===== config.mk =====
export PLATFORM = sky130hd
export DESIGN_NAME = dmach_ctrl
export DESIGN_NICKNAME = d
export VERILOG_FILES = /design/src/rtl/dmach_pkg.sv /design/src/rtl/dmach_req_edge.sv /design/src/rtl/dmach_addr_step.sv /design/src/rtl/dmach_beat_count.sv /design/src/rtl/dmach_seq.sv /design/src/rtl/dmach_ctrl.sv
export SDC_FILE = /design/constraint.sdc
export NUM_CORES = 1
export LEC_CHECK = 0
export CAP_MARGIN = 20
export CORE_AREA = 2 2 129 194
export DETAILED_ROUTE_END_ITERATION = 6
export DIE_AREA = 0 0 131 196
export GPL_ROUTABILITY_DRIVEN = 0
export PLACE_DENSITY = 0.6
export SYNTH_ARGS = -nofsm -noshare
export SYNTH_HDL_FRONTEND = slang
export SYNTH_SLANG_ARGS = --single-unit

===== constraint.sdc =====
create_clock -name clk -period 7 [get_ports clk]
set_clock_uncertainty 0.2 [all_clocks]
set_input_delay 1.75 -clock clk [delete_from_list [all_inputs] [get_ports clk]]
set_output_delay 1.75 -clock clk [all_outputs]
set_load 0.05 [all_outputs]

===== src/rtl/dmach_pkg.sv =====
package dmach_pkg;

  typedef enum logic [1:0] {
    CH_OFF  = 2'd0,
    CH_RUN  = 2'd1,
    CH_HOLD = 2'd2
  } ch_state_e;

  localparam logic [2:0] CODE_CLEAR  = 3'b000;
  localparam logic [2:0] CODE_BUSERR = 3'b001;
  localparam logic [2:0] CODE_HALT   = 3'b010;
  localparam logic [2:0] CODE_DONE   = 3'b101;

  localparam int unsigned ADDR_CH = 2;  // source and destination

endpackage


===== src/rtl/dmach_req_edge.sv =====
// Rising-edge detector for the peripheral request line with stop masking.
module dmach_req_edge (
  input  logic clk,
  input  logic rst_n,
  input  logic req_lvl,
  input  logic stop_lvl,
  output logic req_rise
);

  logic prev_q;

  always_ff @(posedge clk or negedge rst_n) begin
    if (!rst_n) prev_q <= 1'b0;
    else        prev_q <= req_lvl;
  end

  // masked while the stop line is high
  assign req_rise = req_lvl & ~prev_q & ~stop_lvl;

endmodule


===== src/rtl/dmach_addr_step.sv =====
// One address walker: loads at start, steps per beat, restores on success.
module dmach_addr_step #(
  parameter int unsigned AW = 32
) (
  input  logic          clk,
  input  logic          rst_n,
  input  logic          load,
  input  logic          step_en,
  input  logic          restore,
  input  logic          reload_en,
  input  logic          fixed,
  input  logic [1:0]    size,
  input  logic [AW-1:0] base,
  output logic [AW-1:0] addr
);

  logic [AW-1:0] addr_q, addr_n;
  logic [AW-1:0] home_q, home_n;
  logic [AW-1:0] stride;

  assign stride = {{(AW-1){1'b0}}, 1'b1} << size;

  always_comb begin
    addr_n = addr_q;
    home_n = home_q;
    if (load) begin
      addr_n = base;
      home_n = base;
    end else if (restore && reload_en) begin
      addr_n = home_q;
    end else if (step_en && !fixed) begin
      addr_n = addr_q + stride;
    end
  end

  always_ff @(posedge clk or negedge rst_n) begin
    if (!rst_n) begin
      addr_q <= '0;
      home_q <= '0;
    end else begin
      addr_q <= addr_n;
      home_q <= home_n;
    end
  end

  assign addr = addr_q;

endmodule


===== src/rtl/dmach_beat_count.sv =====
// Beat and block down-counters with start-time shadow copies.
module dmach_beat_count #(
  parameter int unsigned CW = 8
) (
  input  logic          clk,
  input  logic          rst_n,
  input  logic          load,
  input  logic          beat,
  input  logic          restore,
  input  logic          reload_en,
  input  logic [CW-1:0] cfg_beats,
  input  logic [CW-1:0] cfg_blocks,
  output logic [CW-1:0] beats_left,
  output logic [CW-1:0] blocks_left,
  output logic          blk_last,
  output logic          all_last
);

  logic [CW-1:0] bc_q, bc_n, tc_q, tc_n;
  logic [CW-1:0] bc_home_q, bc_home_n, tc_home_q, tc_home_n;

  assign blk_last = (bc_q == '0);
  assign all_last = blk_last && (tc_q == '0);

  always_comb begin
    bc_n      = bc_q;
    tc_n      = tc_q;
    bc_home_n = bc_home_q;
    tc_home_n = tc_home_q;
    if (load) begin
      bc_n      = cfg_beats;
      tc_n      = cfg_blocks;
      bc_home_n = cfg_beats;
      tc_home_n = cfg_blocks;
    end else if (restore) begin
      if (reload_en) begin
        bc_n = bc_home_q;
        tc_n = tc_home_q;
      end
    end else if (beat) begin
      if (blk_last) begin
        bc_n = bc_home_q;
        tc_n = tc_q - 1'b1;
      end else begin
        bc_n = bc_q - 1'b1;
      end
    end
  end

  always_ff @(posedge clk or negedge rst_n) begin
    if (!rst_n) begin
      bc_q      <= '0;
      tc_q      <= '0;
      bc_home_q <= '0;
      tc_home_q <= '0;
    end else begin
      bc_q      <= bc_n;
      tc_q      <= tc_n;
      bc_home_q <= bc_home_n;
      tc_home_q <= tc_home_n;
    end
  end

  assign beats_left  = bc_q;
  assign blocks_left = tc_q;

endmodule


===== src/rtl/dmach_seq.sv =====
// Channel state machine: run/hold/idle, request acceptance, endings.
module dmach_seq
  import dmach_pkg::*;
(
  input  logic       clk,
  input  logic       rst_n,
  input  logic       sw_start,
  input  logic       sw_pause,
  input  logic       sw_stop,
  input  logic       irq_en,
  input  logic       burst,
  input  logic       per_stop,
  input  logic       req_rise,
  input  logic       bus_ack,
  input  logic       bus_err,
  input  logic       blk_last,
  input  logic       all_last,
  output ch_state_e  state,
  output logic       bus_req,
  output logic       load,
  output logic       beat,
  output logic       finish,
  output logic       req_clr,
  output logic       irq_done,
  output logic       irq_fail,
  output logic [2:0] code
);

  ch_state_e  state_q, state_n;
  logic       active_q, active_n;
  logic       pend_q, pend_n;
  logic [2:0] code_q, code_n;
  logic       clr_q, done_q, fail_q;

  logic in_run, in_hold, ack_ok;
  logic halt_sw, halt_per, halt_err, halt_any;
  logic accept, drop;

  assign in_run  = (state_q == CH_RUN);
  assign in_hold = (state_q == CH_HOLD);
  assign bus_req = in_run & active_q;
  assign ack_ok  = bus_req & bus_ack;

  assign halt_sw  = sw_stop & (in_run | in_hold);
  assign halt_per = in_run & per_stop & ~sw_stop;
  assign halt_err = in_run & ack_ok & bus_err & ~sw_stop & ~per_stop;
  assign halt_any = halt_sw | halt_per | halt_err;

  assign beat   = in_run & ack_ok & ~bus_err & ~sw_stop & ~per_stop;
  assign finish = beat & all_last;
  assign load   = (state_q == CH_OFF) & sw_start;

  assign accept = in_run & ~active_q & (pend_q | req_rise) & ~sw_stop & ~per_stop;
  assign drop   = in_run & active_q & ~burst & req_rise & ~sw_stop & ~per_stop
                & ~(ack_ok & bus_err);

  always_comb begin
    state_n = state_q;
    if (load)                      state_n = CH_RUN;
    else if (halt_any || finish)   state_n = CH_OFF;
    else if (in_run && sw_pause)   state_n = CH_HOLD;
    else if (in_hold && !sw_pause) state_n = CH_RUN;
  end

  always_comb begin
    active_n = active_q;
    if (load || halt_any || finish)   active_n = 1'b0;
    else if (accept)                  active_n = 1'b1;
    else if (beat && blk_last && !burst) active_n = 1'b0;
  end

  always_comb begin
    pend_n = pend_q;
    if (load || halt_any || accept) pend_n = 1'b0;
    else if (in_hold && !sw_stop && !active_q && req_rise) pend_n = 1'b1;
  end

  always_comb begin
    code_n = code_q;
    if (load)                      code_n = CODE_CLEAR;
    else if (halt_sw || halt_per)  code_n = CODE_HALT;
    else if (halt_err)             code_n = CODE_BUSERR;
    else if (finish)               code_n = CODE_DONE;
  end

  always_ff @(posedge clk or negedge rst_n) begin
    if (!rst_n) begin
      state_q  <= CH_OFF;
      active_q <= 1'b0;
      pend_q   <= 1'b0;
      code_q   <= CODE_CLEAR;
      clr_q    <= 1'b0;
      done_q   <= 1'b0;
      fail_q   <= 1'b0;
    end else begin
      state_q  <= state_n;
      active_q <= active_n;
      pend_q   <= pend_n;
      code_q   <= code_n;
      clr_q    <= accept | drop;
      done_q   <= finish & irq_en;
      fail_q   <= halt_any & irq_en;
    end
  end

  assign state    = state_q;
  assign req_clr  = clr_q;
  assign irq_done = done_q;
  assign irq_fail = fail_q;
  assign code     = code_q;

endmodule


===== src/rtl/dmach_ctrl.sv =====
// Top: one DMA channel driven by a peripheral request line.
module dmach_ctrl
  import dmach_pkg::*;
#(
  parameter int unsigned AW = 32,
  parameter int unsigned CW = 8
) (
  input  logic          clk,
  input  logic          rst_n,
  input  logic          sw_start,
  input  logic          sw_pause,
  input  logic          sw_stop,
  input  logic          irq_en,
  input  logic          cfg_burst,
  input  logic [CW-1:0] cfg_beats,
  input  logic [CW-1:0] cfg_blocks,
  input  logic [AW-1:0] cfg_src,
  input  logic [AW-1:0] cfg_dst,
  input  logic [1:0]    cfg_size,
  input  logic          cfg_src_fixed,
  input  logic          cfg_dst_fixed,
  input  logic          cfg_reload_cnt,
  input  logic          cfg_reload_src,
  input  logic          cfg_reload_dst,
  input  logic          per_req,
  input  logic          per_stop,
  output logic          per_req_clr,
  output logic          bus_req,
  output logic [AW-1:0] bus_src,
  output logic [AW-1:0] bus_dst,
  input  logic          bus_ack,
  input  logic          bus_err,
  output logic [1:0]    ch_state,
  output logic [2:0]    stop_code,
  output logic          irq_done,
  output logic          irq_fail,
  output logic [CW-1:0] beats_left,
  output logic [CW-1:0] blocks_left
);

  logic      req_rise, load, beat, finish, blk_last, all_last;
  ch_state_e st;

  logic [AW-1:0] base_v  [ADDR_CH];
  logic          fixed_v [ADDR_CH];
  logic          reload_v[ADDR_CH];
  logic [AW-1:0] addr_v  [ADDR_CH];

  assign base_v[0]   = cfg_src;
  assign base_v[1]   = cfg_dst;
  assign fixed_v[0]  = cfg_src_fixed;
  assign fixed_v[1]  = cfg_dst_fixed;
  assign reload_v[0] = cfg_reload_src;
  assign reload_v[1] = cfg_reload_dst;

  dmach_req_edge u_edge (
    .clk      (clk),
    .rst_n    (rst_n),
    .req_lvl  (per_req),
    .stop_lvl (per_stop),
    .req_rise (req_rise)
  );

  dmach_seq u_seq (
    .clk      (clk),
    .rst_n    (rst_n),
    .sw_start (sw_start),
    .sw_pause (sw_pause),
    .sw_stop  (sw_stop),
    .irq_en   (irq_en),
    .burst    (cfg_burst),
    .per_stop (per_stop),
    .req_rise (req_rise),
    .bus_ack  (bus_ack),
    .bus_err  (bus_err),
    .blk_last (blk_last),
    .all_last (all_last),
    .state    (st),
    .bus_req  (bus_req),
    .load     (load),
    .beat     (beat),
    .finish   (finish),
    .req_clr  (per_req_clr),
    .irq_done (irq_done),
    .irq_fail (irq_fail),
    .code     (stop_code)
  );

  dmach_beat_count #(.CW(CW)) u_cnt (
    .clk         (clk),
    .rst_n       (rst_n),
    .load        (load),
    .beat        (beat),
    .restore     (finish),
    .reload_en   (cfg_reload_cnt),
    .cfg_beats   (cfg_beats),
    .cfg_blocks  (cfg_blocks),
    .beats_left  (beats_left),
    .blocks_left (blocks_left),
    .blk_last    (blk_last),
    .all_last    (all_last)
  );

  for (genvar g = 0; g < ADDR_CH; g++) begin : g_addr
    dmach_addr_step #(.AW(AW)) u_addr (
      .clk       (clk),
      .rst_n     (rst_n),
      .load      (load),
      .step_en   (beat),
      .restore   (finish),
      .reload_en (reload_v[g]),
      .fixed     (fixed_v[g]),
      .size      (cfg_size),
      .base      (base_v[g]),
      .addr      (addr_v[g])
    );
  end

  assign bus_src  = addr_v[0];
  assign bus_dst  = addr_v[1];
  assign ch_state = st;

endmodule


## Yosys cells after proc, flatten, opt, wreduce, memory -nomap -nowiden

Index checks and enable logic that the tools add are counted.

| word-level totals | value |
|---|---|
| bits in registers | 171 |
| input bits | 98 |
| output and inout port bits | 89 |
| word-level logic and storage cells | 129 |

| cells by class | value |
|---|---|
| $add $sub $neg | 4 |
| equality and inequality tests | 3 |
| shift-type cells | 1 |
| muxes and demuxes | 29 |
| bitwise gates (word level) | 40 |
| reductions and logical operators | 36 |

Operators by type and width:

| operator | number |
|---|---|
| $mux 32 | 6 |
| $mux 8 | 10 |
| $add 32x32->32 | 2 |
| $shl 1x2->32 const A | 1 |
| $and 1x1->1 | 28 |
| $logic_not 8->1 | 2 |
| $sub 8x1->8 const B | 2 |
| $reduce_bool 3->1 | 5 |
| $logic_and 1x1->1 | 12 |
| $mux 3 | 4 |
| $mux 2 | 4 |
| $reduce_bool 4->1 | 2 |
| $not 1->1 | 7 |
| $logic_not 1->1 | 6 |
| $logic_or 1x1->1 | 5 |
| $mux 1 | 5 |
| $or 1x1->1 | 5 |
| $ne 3x3->1 const B | 1 |
| $reduce_and 3->1 | 1 |
| $eq 2x1->1 const B | 1 |
| $eq 2x2->1 const B | 1 |
| $logic_not 2->1 | 1 |
| $reduce_and 2->1 | 1 |
| $reduce_bool 2->1 | 1 |

## Logic depth before layout (Yosys ltp)

Gate-level depths: netlist (run 1).

| logic depth | value |
|---|---|
| depth after elaboration | 12 |
| mapped depth | 12 |
| gate-level depth less buffers | 10 |

## Hierarchy

A second synthesis (run 1) with hierarchy kept.

| unflattened totals | value |
|---|---|
| cells, all modules | 1028 |
| area, all modules | 9695.5 sq um |

By module, submodules not included:

| module | times used | cells each | area an instance (sq um) | sequential area each (sq um) |
|---|---|---|---|---|
| dmach_addr_step | 2 | 395 | 3629.7 | 1601.5 |
| dmach_beat_count | 1 | 179 | 1811.7 | 800.8 |
| dmach_seq | 1 | 57 | 586.8 | 250.2 |
| dmach_req_edge | 1 | 2 | 37.5 | 25.0 |

## Worst setup path after synthesis (run 1)

OpenSTA, ideal clock, no wires.

| path | value |
|---|---|
| path kind | input to register |
| start | input port cfg_size[1] |
| end | register g_addr[0].u_addr.addr_q[31] |
| library setup time | 0.122 ns |
| data arrival time | 3.681 ns |
| data required time | 6.678 ns |
| slack | 2.997 ns |
| cell stages on the path | 10 |
| buffers on the path | 2 |
| cells stage by stage | buf_2 -> and2_1 -> ha_1 -> and2_1 -> a221o_1 -> buf_4 -> nor3b_4 -> and3_1 -> o21a_1 -> o22a_1 |

| between the ends | value |
|---|---|
| cells in the longest elaborated chain, start to end | 5 |

Ends and longest elaborated chain:

| what | line | RTL |
|---|---|---|
| start, declared | dmach_ctrl.sv:19 | `input logic [1:0] cfg_size,` |
| $shl 1x2->32 | dmach_addr_step.sv:21 | `assign stride = {{(AW-1){1'b0}}, 1'b1} << size;` |
| $add 32x32->32 | dmach_addr_step.sv:32 | `addr_n = addr_q + stride;` |
| $mux 32 | dmach_addr_step.sv:31 | `end else if (step_en && !fixed) begin` |
| $mux 32 | dmach_addr_step.sv:29 | `end else if (restore && reload_en) begin` |
| $mux 32 | dmach_addr_step.sv:26 | `if (load) begin` |
| end signal, assigned | dmach_addr_step.sv:41 | `addr_q <= addr_n;` |
| end, declared | dmach_addr_step.sv:17 | `logic [AW-1:0] addr_q, addr_n;` |

No other way between the ends. The select of a mux whose other input is x is not followed.
A chain may end at the register's enable or synchronous reset.

## Final worst setup path (run 1)

| path | value |
|---|---|
| start | input port sw_stop |
| end | register g_addr[0].u_addr.addr_q[27] |

| between the ends | value |
|---|---|
| cells in the longest elaborated chain, start to end | 7 |
| elaborated cells on any way between the ends | 9 |
| classes of those cells | 2 x mux; 4 x bitwise; 3 x reduce/logical |

Ends and longest elaborated chain:

| what | line | RTL |
|---|---|---|
| start, declared | dmach_ctrl.sv:12 | `input logic sw_stop,` |
| $not 1->1 * | dmach_seq.sv:49 | `assign beat = in_run & ack_ok & ~bus_err & ~sw_stop & ~per_stop;` |
| $and 1x1->1 * (2 in a row) | dmach_seq.sv:49 |  |
| $and 1x1->1 | dmach_seq.sv:50 | `assign finish = beat & all_last;` |
| $logic_and 1x1->1 | dmach_addr_step.sv:29 |  |
| $mux 32 | dmach_addr_step.sv:29 |  |
| $mux 32 | dmach_addr_step.sv:26 |  |

Mark *: on every way between the ends. The rest lies on a longest branch, timed or not.

==> metrics.yaml, run 1 <==
outcome: "completed"
synth.avg_cell_area_sq_um: 8.54
finalNonFillerCells: 1595
min_path_type: "reg -> reg"
vias: 8664
layout-drive-gt1-share_pct: 5.11
ys_warn_count: 0
multiInputGateArea_sq_um: 4790
endpoint_kind: "flop"
clockBufferDepth: 2
synth-seq-cells: 171
total_power_w: 0.00582
path_class: "in -> reg"
cts_tree: "built"
required_ns: 7.11
setup_viol: 0
first_pass_iters: 5
start_util_pct: 39.1
clock.fmax_mhz: 213
final_cell_area_sq_um: 12100
io_buffer_count: 186
synthArstFlopShare_pct: 100
crit_path_start_kind: "input pin"
cp_max_fo: 44
grt_pass1_vias: 8759
synth.net_count: 1214
leakage_nw: 5.22
grtUsageTotal_pct: 23.1
ys.flop_type: "dfrtp_1"
n_antenna_cell: 0
comb_power_share_pct: 48.8
synth_edf_count: 0
die_w_um: 131
postRouteAntennaNets: 0
drv_slew: 0
io_pins: 187
postCtsSetupRepairBufs: 0
worst_path_largest_cell_delay_ns: 0.71
rsz0062_at_grt: "no"
min_period_over_period_pct: 67.0
syn_area_sq_um: 9430
relSlewSlack_pct: 34.3
final_cell_mix: "nand2_1 (312), clkdlybuf4s50_1 (185), dfrtp_1 (171)"
route.detailed.wl_per_inst_um: 18.2
pwr-share-clk_pct: 17.8
seqCellArea_sq_um: 4280
worst_slew_pin_slew_ns: 0.980
cts_max_level: 4
dp_cells: 1562
max-cap-violations: 0
fillers: 2299
dp_hpwl_um: 20800
arrival_ns: 4.81
synth_cell_types: 71
yosysSeqAreaShare_pct: 45.4
dpl_cell_area_sq_um: 11500
seqPwrFrac_pct: 33.4
design.die.area_sq_um: 25700
cts_buffers: 17
via_per_inst: 5.43
drtIter0Drc: 434
grt_max_degree: 92
drc: 0
final_nets: 1368
antenna_found_initial: 0
ir_drop_mv: 0.247
layout_commonest_cell: "nand2_1"
period_needed_ns: 4.69
fin_tns_setup_ns: 0
swShare_pct: 46.4
p_per_area_nw_per_um2: 481
die_h_um: 196
ctsResizeCount: 0
wl_um: 29000
p_switching_w: 0.00270
root_buffer: "clkbuf_16"
hold_buffers: 0
finalHoldViolCount: 0
grt_first_pass_wirelength_um: 46300
synth_cells: 1104
worstSkewPairLatency_ns: 0.42
syn_to_final_growth_pct: 28.5
clock_sinks: 171
internal_power_w: 0.00312
grt.overflow.total: 0
cp_cell_sequence: "clkdlybuf4s50_1 > nand4bb_1 > nor3b_4 > nand3_2 > o21ai_0 > a31oi_1 > o22a_1"
worst_setup_hold_path_clk_slew_ns: 0.06
row_count: 70
critPathSlowestCell: "nand3_2"
core_area_sq_um: 24100
-- flip-flops by register name, indices dropped and copies added (netlist names) --
name	flops
g_addr.u_addr.addr	64
g_addr.u_addr.home_q	64
u_cnt.bc_home_q	8
u_cnt.beats_left	8
u_cnt.blocks_left	8
u_cnt.tc_home_q	8
u_seq.code	3
u_seq.state	2
u_edge.prev_q	1
u_seq.active_q	1
u_seq.irq_done	1
u_seq.irq_fail	1
u_seq.pend_q	1
u_seq.req_clr	1
-- power groups by stage --
stage / clock (W) / combinational [W] / sequential, W
finish: 0.00103 / 0.00284 / 0.00194
global route: 0.00110 / 0.00311 / 0.00201
CTS: 0.00106 / 0.00287 / 0.00194
detailed placement: 0 / 0.00285 / 0.00196
global placement: 0 / 0.00282 / 0.00195
floorplan: 0 / 0.00123 / 0.00260
-- cell usage after synthesis (3+ instances only) --
master	number	share of area, %
a31oi_1	26	1.7
ha_1	12	1.6
nand2b_1	4	0.27
a21o_1	5	0.40
nor2b_1	5	0.33
o2bb2ai_1	3	0.28
o21ai_1	9	0.48
or4_1	3	0.24
a211oi_1	3	0.24
a2bb2oi_1	3	0.28
or3_1	8	0.53
o21ai_0	58	3.1
mux2i_1	3	0.32
nor2_1	74	2.9
o211ai_1	26	2.1
buf_2	15	0.80
o22a_1	25	2.3
nor3_1	13	0.69
xnor2_1	19	1.8
o31ai_1	3	0.24
a21oi_1	67	3.6
and4_1	10	0.93
buf_4	10	0.80
nand2_1	313	12
inv_1	15	0.60
nand3_1	20	1.1
o221ai_1	12	1.1
and3_1	22	1.5
o21a_1	15	1.2
buf_6	4	0.48
dfrtp_1	171	45
clkbuf_1	30	1.2
xor2_1	22	2.0
and2_1	10	0.66
nand4_1	15	1.0
o22ai_1	4	0.27
-- kinds of logic (layout without fill, tap and decap cells) --
kind of cell / after synthesis / count (layout) / share of synthesized area [%]
DFF: 171 / 171 / 45.4
adders and majority gates: 12 / 12 / 1.59
xor gates and xnor gates: 41 / 41 / 3.81
muxes: 3 / 3 / 0.319
buffers and inverters: 75 / 242 / 3.90
AOI/OAI and AO/OA: 279 / 279 / 19.4
and+or+nand+nor: 523 / 523 / 25.6
-- per-layer routing --
layer	track usage (%)	part of all wire, %	up-vias	routed length [um]
met3	3.19	3.9	45	1120
li1	-	-	4184	-
met4	7.68	2.5	0	726
met1	27.3	40	4225	11600
met2	42.1	54	210	15600
met5	0	0	-	0
-- worst max-delay path: cells and delay by family --
family | cells | cell delay (ns)
buffers and inverters | 1 | 0.48
AOI/OAI and AO/OA | 3 | 0.88
and+or+nand+nor | 3 | 1.67
-- layout make-up --
| class | count | area share (%) |
|---|---|---|
| repair buffers | 195 | 15.9 |
| inverters | 15 | 0.465 |
| clock inverters | 9 | 1.32 |
| clock buffers | 23 | 4.03 |
| multi-input cells | 858 | 39.6 |
| flip-flops and latches | 171 | 35.3 |
| well taps | 324 | 3.35 |
-- through the flow --
stage | setup slack (ns) | hold WS (ns) | utilization [%]
floorplan | 3.00 | 0.227 | -
global placement | 1.89 | 0.241 | 47.6
detailed placement | 1.86 | 0.250 | 47.6
CTS | 2.30 | 0.264 | 50.3
global route | 1.98 | 0.285 | 50.3
finish | 2.31 | 0.264 | 50.3
-- path summary, 6_finish.rpt --
kind                            cells after the start  slack [ns]                                      end                                    start
worst min-delay path                                2        0.26  g_addr[1].u_addr.home_q[14]$_DFFE_PN0P_  g_addr[1].u_addr.home_q[14]$_DFFE_PN0P_
worst max register to register                      8        3.45    g_addr[0].u_addr.addr[27]$_DFFE_PN0P_               u_seq.state[1]$_DFFE_PN0P_
max in group asynchronous                           2        4.21     g_addr[1].u_addr.addr[4]$_DFFE_PN0P_                                    rst_n
worst min register to register                      2        0.26  g_addr[1].u_addr.home_q[14]$_DFFE_PN0P_  g_addr[1].u_addr.home_q[14]$_DFFE_PN0P_
min in group asynchronous                           1        1.21           u_cnt.tc_home_q[5]$_DFFE_PN0P_                                    rst_n
worst max-delay path                                7        2.31    g_addr[0].u_addr.addr[27]$_DFFE_PN0P_                                  sw_stop
Note: power is estimated with default switching activity, not from simulation.
==> inputs of run 2 (changes only) <==
==> constraint.sdc (replaced) <==
create_clock -name clk -period 4.9 [get_ports clk]
set_clock_uncertainty 0.2 [all_clocks]
set_input_delay 1.225 -clock clk [delete_from_list [all_inputs] [get_ports clk]]
set_output_delay 1.225 -clock clk [all_outputs]
set_load 0.05 [all_outputs]
==> metrics.yaml, run 2 (synthesis gave the netlist of run 1 again) <==
outcome: "completed"  # unchanged
cts_buffers: 17  # unchanged
drtIter0Drc: 561  # was 434
cp_max_fo: 12  # was 44
rr_worst_depth: 9  # was 8
cts_tree: "built"  # unchanged
hold-worst-slack_ns: 0.273  # was 0.264 ns
p_per_area_nw_per_um2: 684  # was 481 nW/um^2
relSlewSlack_pct: 50.0  # was 34.3%
dp_hpwl_um: 20900  # was 20800 um
total_power_w: 0.00833  # was 0.00582 W
arrival_ns: 4.01  # was 4.81 ns
grt_pass1_vias: 8725  # was 8759
clock.fmax_mhz: 260
route.detailed.wl_per_inst_um: 18.2  # about the same
io_buffer_count: 186  # unchanged
postRouteAntennaNets: 0  # unchanged
hold_buffers: 0  # unchanged
cts_max_level: 4  # unchanged
final_nets: 1376  # was 1368
syn_to_final_growth_pct: 29.2  # was 28.5%
wl_um: 29100  # was 29000 um
antenna_found_initial: 1  # was 0
drc: 0  # unchanged
via_per_inst: 5.45  # was 5.43
clock_sinks: 171  # unchanged
row_count: 70  # unchanged
worstSkewPairLatency_ns: 0.44  # was 0.42 ns
worst_path_largest_cell_delay_ns: 0.57  # was 0.71 ns
max-cap-violations: 0  # unchanged
layout_commonest_cell: "nand2_1"  # unchanged
io_pins: 187  # unchanged
fillers: 2370  # was 2299
vias: 8733  # was 8664
postCtsSetupRepairBufs: 0  # unchanged
clockBufferDepth: 2  # unchanged
min_period_over_period_pct: 78.5
grtUsageTotal_pct: 23.2  # was 23.1%
die_w_um: 131  # unchanged
drv_slew: 0  # unchanged
n_antenna_cell: 0  # unchanged
grt_first_pass_wirelength_um: 46100  # was 46300 um
finalHoldViolCount: 0  # unchanged
required_ns: 5.06  # was 7.11 ns
fin_tns_setup_ns: 0  # unchanged
endpoint_kind: "flop"  # unchanged
whs_path_depth: 2  # unchanged
ctsResizeCount: 0  # unchanged
path_class: "in -> reg"  # unchanged
grt.overflow.total: 0  # unchanged
critPathSlowestCell: "clkdlybuf4s50_1"  # was nand3_2
worst_slew_pin_slew_ns: 0.750  # was 0.980 ns
rsz0062_at_grt: "no"  # unchanged
design.die.area_sq_um: 25700  # unchanged
core_area_sq_um: 24100  # unchanged
worst_setup_hold_path_clk_slew_ns: 0.06  # about the same
crit_path_start_kind: "input pin"  # unchanged
ir_drop_mv: 0.474  # was 0.247 mV
grt_max_degree: 83  # was 92
leakage_nw: 5.25  # was 5.22 nW
cp_cell_sequence: "clkdlybuf4s50_1 > nand2b_1 > xnor2_1 > ha_1 > o21a_1 > a21oi_1 > nand2_1 > and3_1 > o21ai_0 > o211ai_1 > a31oi_1"  # was clkdlybuf4s50_1 > nand4bb_1 > nor3b_4 > nand3_2 > o21ai_0 > a31oi_1 > o22a_1
first_pass_iters: 5  # unchanged
start_util_pct: 39.1  # unchanged
final_cell_mix: "nand2_1 (312), clkdlybuf4s50_1 (185), dfrtp_1 (171)"  # unchanged
root_buffer: "clkbuf_16"  # unchanged
min_path_type: "reg -> reg"  # unchanged
die_h_um: 196  # unchanged
setup_viol: 0  # unchanged
period_needed_ns: 3.85
layout-drive-gt1-share_pct: 5.71  # was 5.11%
==> run 2: power by group <==
| group | switching [W] | total [W] | internal (W) |
|---|---|---|---|
| sequential | 0.000724 | 0.00279 | 0.00207 |
| clock | 0.000589 | 0.00145 | 0.000858 |
| combinational | 0.00258 | 0.00409 | 0.00151 |
==> run 2: through the flow <==
stage	instance area (sq um)	utilization (%)	setup WS (ns)	instances
2_1_floorplan	9430	-	1.42	1104
3_3_place_gp	11500	48.0	0.702	1571
3_5_place_dp	11500	48.0	0.619	1571
4_1_cts	12200	50.5	1.09	1603
5_1_grt	12200	50.5	0.810	1603
6_report	12200	50.5	1.05	1603
==> run 2: path summary, 6_finish.rpt <==
path	start	end	slack [ns]
worst max-delay path	cfg_size[1]	g_addr[0].u_addr.addr[20]$_DFFE_PN0P_	1.05
worst min-delay path	g_addr[0].u_addr.home_q[21]$_DFFE_PN0P_	g_addr[0].u_addr.home_q[21]$_DFFE_PN0P_	0.27
worst max register to register	u_cnt.blocks_left[0]$_DFFE_PN0P_	g_addr[1].u_addr.addr[19]$_DFFE_PN0P_	1.76
worst min register to register	g_addr[0].u_addr.home_q[21]$_DFFE_PN0P_	g_addr[0].u_addr.home_q[21]$_DFFE_PN0P_	0.27
max in group asynchronous	rst_n	g_addr[1].u_addr.home_q[10]$_DFFE_PN0P_	2.92
min in group asynchronous	rst_n	u_cnt.tc_home_q[5]$_DFFE_PN0P_	0.47
==> run 2: area by class of cell <==
| type | count | area, sq um | share of cell area (%) |
|---|---|---|---|
| Clock buffer | 23 | 488 | 4.01 |
| Clock inverter | 9 | 136 | 1.12 |
| Inverter | 15 | 56.3 | 0.462 |
| Multi-Input combinational cell | 858 | 4790 | 39.4 |
| Sequential cell | 171 | 4280 | 35.1 |
| Tap cell | 324 | 405 | 3.33 |
| Timing Repair Buffer | 203 | 2020 | 16.6 |
==> run 2: worst max-delay path: cells and delay by family <==
family	cells	cell delay [ns]
fa+ha+maj	1	0.26
compound gates	5	0.86
xor+xnor	1	0.16
simple gates	3	0.91
buf+inv	1	0.57
==> run 2: routing by layer <==
layer,up-vias,share of wire [%],GRT usage (%)
met3,56,3.7,3.08
met4,2,3.3,9.81
li1,4195,-,-
met2,233,52,40.9
met5,-,0.041,0
met1,4247,41,27.8
==> inputs of run 3 (changes only) <==
--- a/config.mk
+++ b/config.mk
@@ -10,7 +10,7 @@
 export DETAILED_ROUTE_END_ITERATION = 6
 export DIE_AREA = 0 0 131 196
 export GPL_ROUTABILITY_DRIVEN = 0
-export PLACE_DENSITY = 0.6
+export PLACE_DENSITY = 0.62
 export SYNTH_ARGS = -nofsm -noshare
 export SYNTH_HDL_FRONTEND = slang
 export SYNTH_SLANG_ARGS = --single-unit
==> constraint.sdc (replaced) <==
create_clock -name clk -period 3.3 [get_ports clk]
set_clock_uncertainty 0.2 [all_clocks]
set_input_delay 0.825 -clock clk [delete_from_list [all_inputs] [get_ports clk]]
set_output_delay 0.825 -clock clk [all_outputs]
set_load 0.05 [all_outputs]
==> metrics.yaml, run 3 (synthesis gave the netlist of run 1 again) <==
p_per_area_nw_per_um2: 1010  # was 684 nW/um^2
row_count: 70  # unchanged
arrival_ns: 2.15  # was 4.01 ns
postRouteAntennaNets: 0  # unchanged
finalHoldViolCount: 0  # unchanged
syn_to_final_growth_pct: 34.7  # was 29.2%
pre_cts_ws_ns: -0.219  # was 0.619 ns
final_cell_mix: "nand2_1 (312), clkdlybuf4s50_1 (185), dfrtp_1 (171)"  # unchanged
leakage_nw: 5.58  # was 5.25 nW
clockBufferDepth: 2  # unchanged
antenna_found_initial: 0  # was 1
rsz0062_at_grt: "no"  # unchanged
regToRegSetupSlack_ns: 0.51  # was 1.76 ns
regToRegStartpoint: "u_cnt.beats_left[0]$_DFFE_PN0P_"  # was u_cnt.blocks_left[0]$_DFFE_PN0P_
route.detailed.wl_per_inst_um: 17.7  # was 18.2 um
final_cell_area_sq_um: 12700  # was 12200 sq um
drv_slew: 0  # unchanged
cp_max_fo: 6  # was 12
die_w_um: 131  # unchanged
worstSkewPairLatency_ns: 0.44  # about the same
vias: 8852  # was 8733
rr_endpoint: "g_addr[1].u_addr.addr[26]$_DFFE_PN0P_"  # was g_addr[1].u_addr.addr[19]$_DFFE_PN0P_
first_pass_iters: 5  # unchanged
hold_buffers: 0  # unchanged
max-cap-violations: 0  # unchanged
grt.overflow.total: 0  # unchanged
cts_tree: "built"  # unchanged
setup_viol: 0  # unchanged
drtIter0Drc: 495  # was 561
io_buffer_count: 186  # unchanged
die_h_um: 196  # unchanged
min_period_over_period_pct: 96.2
root_buffer: "clkbuf_16"  # unchanged
worst_setup_hold_path_clk_slew_ns: 0.07  # was 0.06 ns
via_per_inst: 5.38  # was 5.45
final_nets: 1423  # was 1376
period_needed_ns: 3.17
drc: 0  # unchanged
n_antenna_cell: 0  # unchanged
layout_setup_ws_ns: 0.126  # was 1.05 ns
layout_commonest_cell: "nand2_1"  # unchanged
required_ns: 2.27  # was 5.06 ns
cts_buffers: 17  # unchanged
ir_drop_mv: 0.511  # was 0.474 mV
clock_sinks: 171  # unchanged
path_class: "reg -> out"  # was in -> reg
outcome: "completed"  # unchanged
fin_tns_setup_ns: 0  # unchanged
worst_slew_pin_slew_ns: 0.613  # was 0.750 ns
grt_max_degree: 62  # was 83
dp_hpwl_um: 21400  # was 20900 um
io_pins: 187  # unchanged
grtUsageTotal_pct: 23.3  # was 23.2%
min_path_type: "in -> async"  # was reg -> reg
dpl_cell_area_sq_um: 12000  # was 11500 sq um
cts_max_level: 4  # unchanged
endpoint_kind: "output pin"  # was flop
design.die.area_sq_um: 25700  # unchanged
start_util_pct: 39.1  # unchanged
grt_first_pass_wirelength_um: 46400  # was 46100 um
crit_path_start_kind: "flop"  # was input pin
layout-drive-gt1-share_pct: 8.85  # was 5.71%
rr_worst_depth: 10  # was 9
core_area_sq_um: 24100  # unchanged
wl_um: 29200  # was 29100 um
grt_pass1_vias: 8863  # was 8725
relSlewSlack_pct: 59.2  # was 50.0%
clock.fmax_mhz: 315
[run 3: changes by cell type in the layout (fill, tap and decap cells not counted)]
cell	change
clkbuf_8	-2
clkinvlp_4	-5
buf_4	+39
buf_12	+8
clkbuf_1	-1
clkinv_4	-1
bufinv_16	+5
[run 3: critical path, cell delays in order, from the launching register on]
cell and delay, ns:
dfrtp_1 0.41, inv_1 0.10, ha_1 0.24, and2_1 0.16, clkdlybuf4s50_1 0.80
[run 3: how the worst max path moves through the flow]
stage / endpoint / startpoint / slack [ns] / depth (start not counted)
2_1_floorplan: g_addr[0].u_addr.addr[31]$_DFFE_PN0P_ / cfg_size[1] / 0.22 / 10
6_report: bus_req / u_seq.state[1]$_DFFE_PN0P_ / 0.13 / 4
5_1_grt: g_addr[1].u_addr.addr[24]$_DFFE_PN0P_ / cfg_size[0] / 0.03 / 11
4_1_cts: bus_req / u_seq.state[1]$_DFFE_PN0P_ / 0.11 / 4
3_5_place_dp: g_addr[1].u_addr.addr[24]$_DFFE_PN0P_ / cfg_size[0] / -0.22 / 11
3_3_place_gp: g_addr[0].u_addr.addr[20]$_DFFE_PN0P_ / cfg_size[1] / -0.12 / 11
[run 3: cell type report]
type / count / area (sq um)
multi-input combinational: 858 / 4790
inverter: 15 / 56.3
fill: 2255 / 11400
sequential: 171 / 4280
timing repair buffer: 250 / 2470
clock buffer: 20 / 457
clock inverter: 8 / 240
tap: 324 / 405
[run 3: routing by layer]
layer,up-vias,global-route usage (%),wire (um)
met2,239,41.5,15600
met1,4268,27.7,11500
li1,4294,-,-
met3,51,3.11,1200
met5,-,0,0
met4,0,10.1,962
[run 3: repair_timing]
action                                  in CTS  in global routing
endpoints found under the setup margin       0                  1
setup buffers                                0                  2
resized for setup                            0                  0
[run 3: power breakdown]
group          internal, W  switching (W)
clock              0.00160       0.000848
sequential         0.00307        0.00105
combinational      0.00240        0.00387
[run 3: stage by stage]
stage	std cells	power [W]	utilization, %	hold WS, ns
global route	1646	0.0136	52.7	0.216
CTS	1644	0.0129	52.7	0.201
floorplan	1104	0.00814	-	0.227
finish	1646	0.0128	52.7	0.183
global placement	1616	0.0103	49.8	0.242
detailed placement	1616	0.0104	49.8	0.246
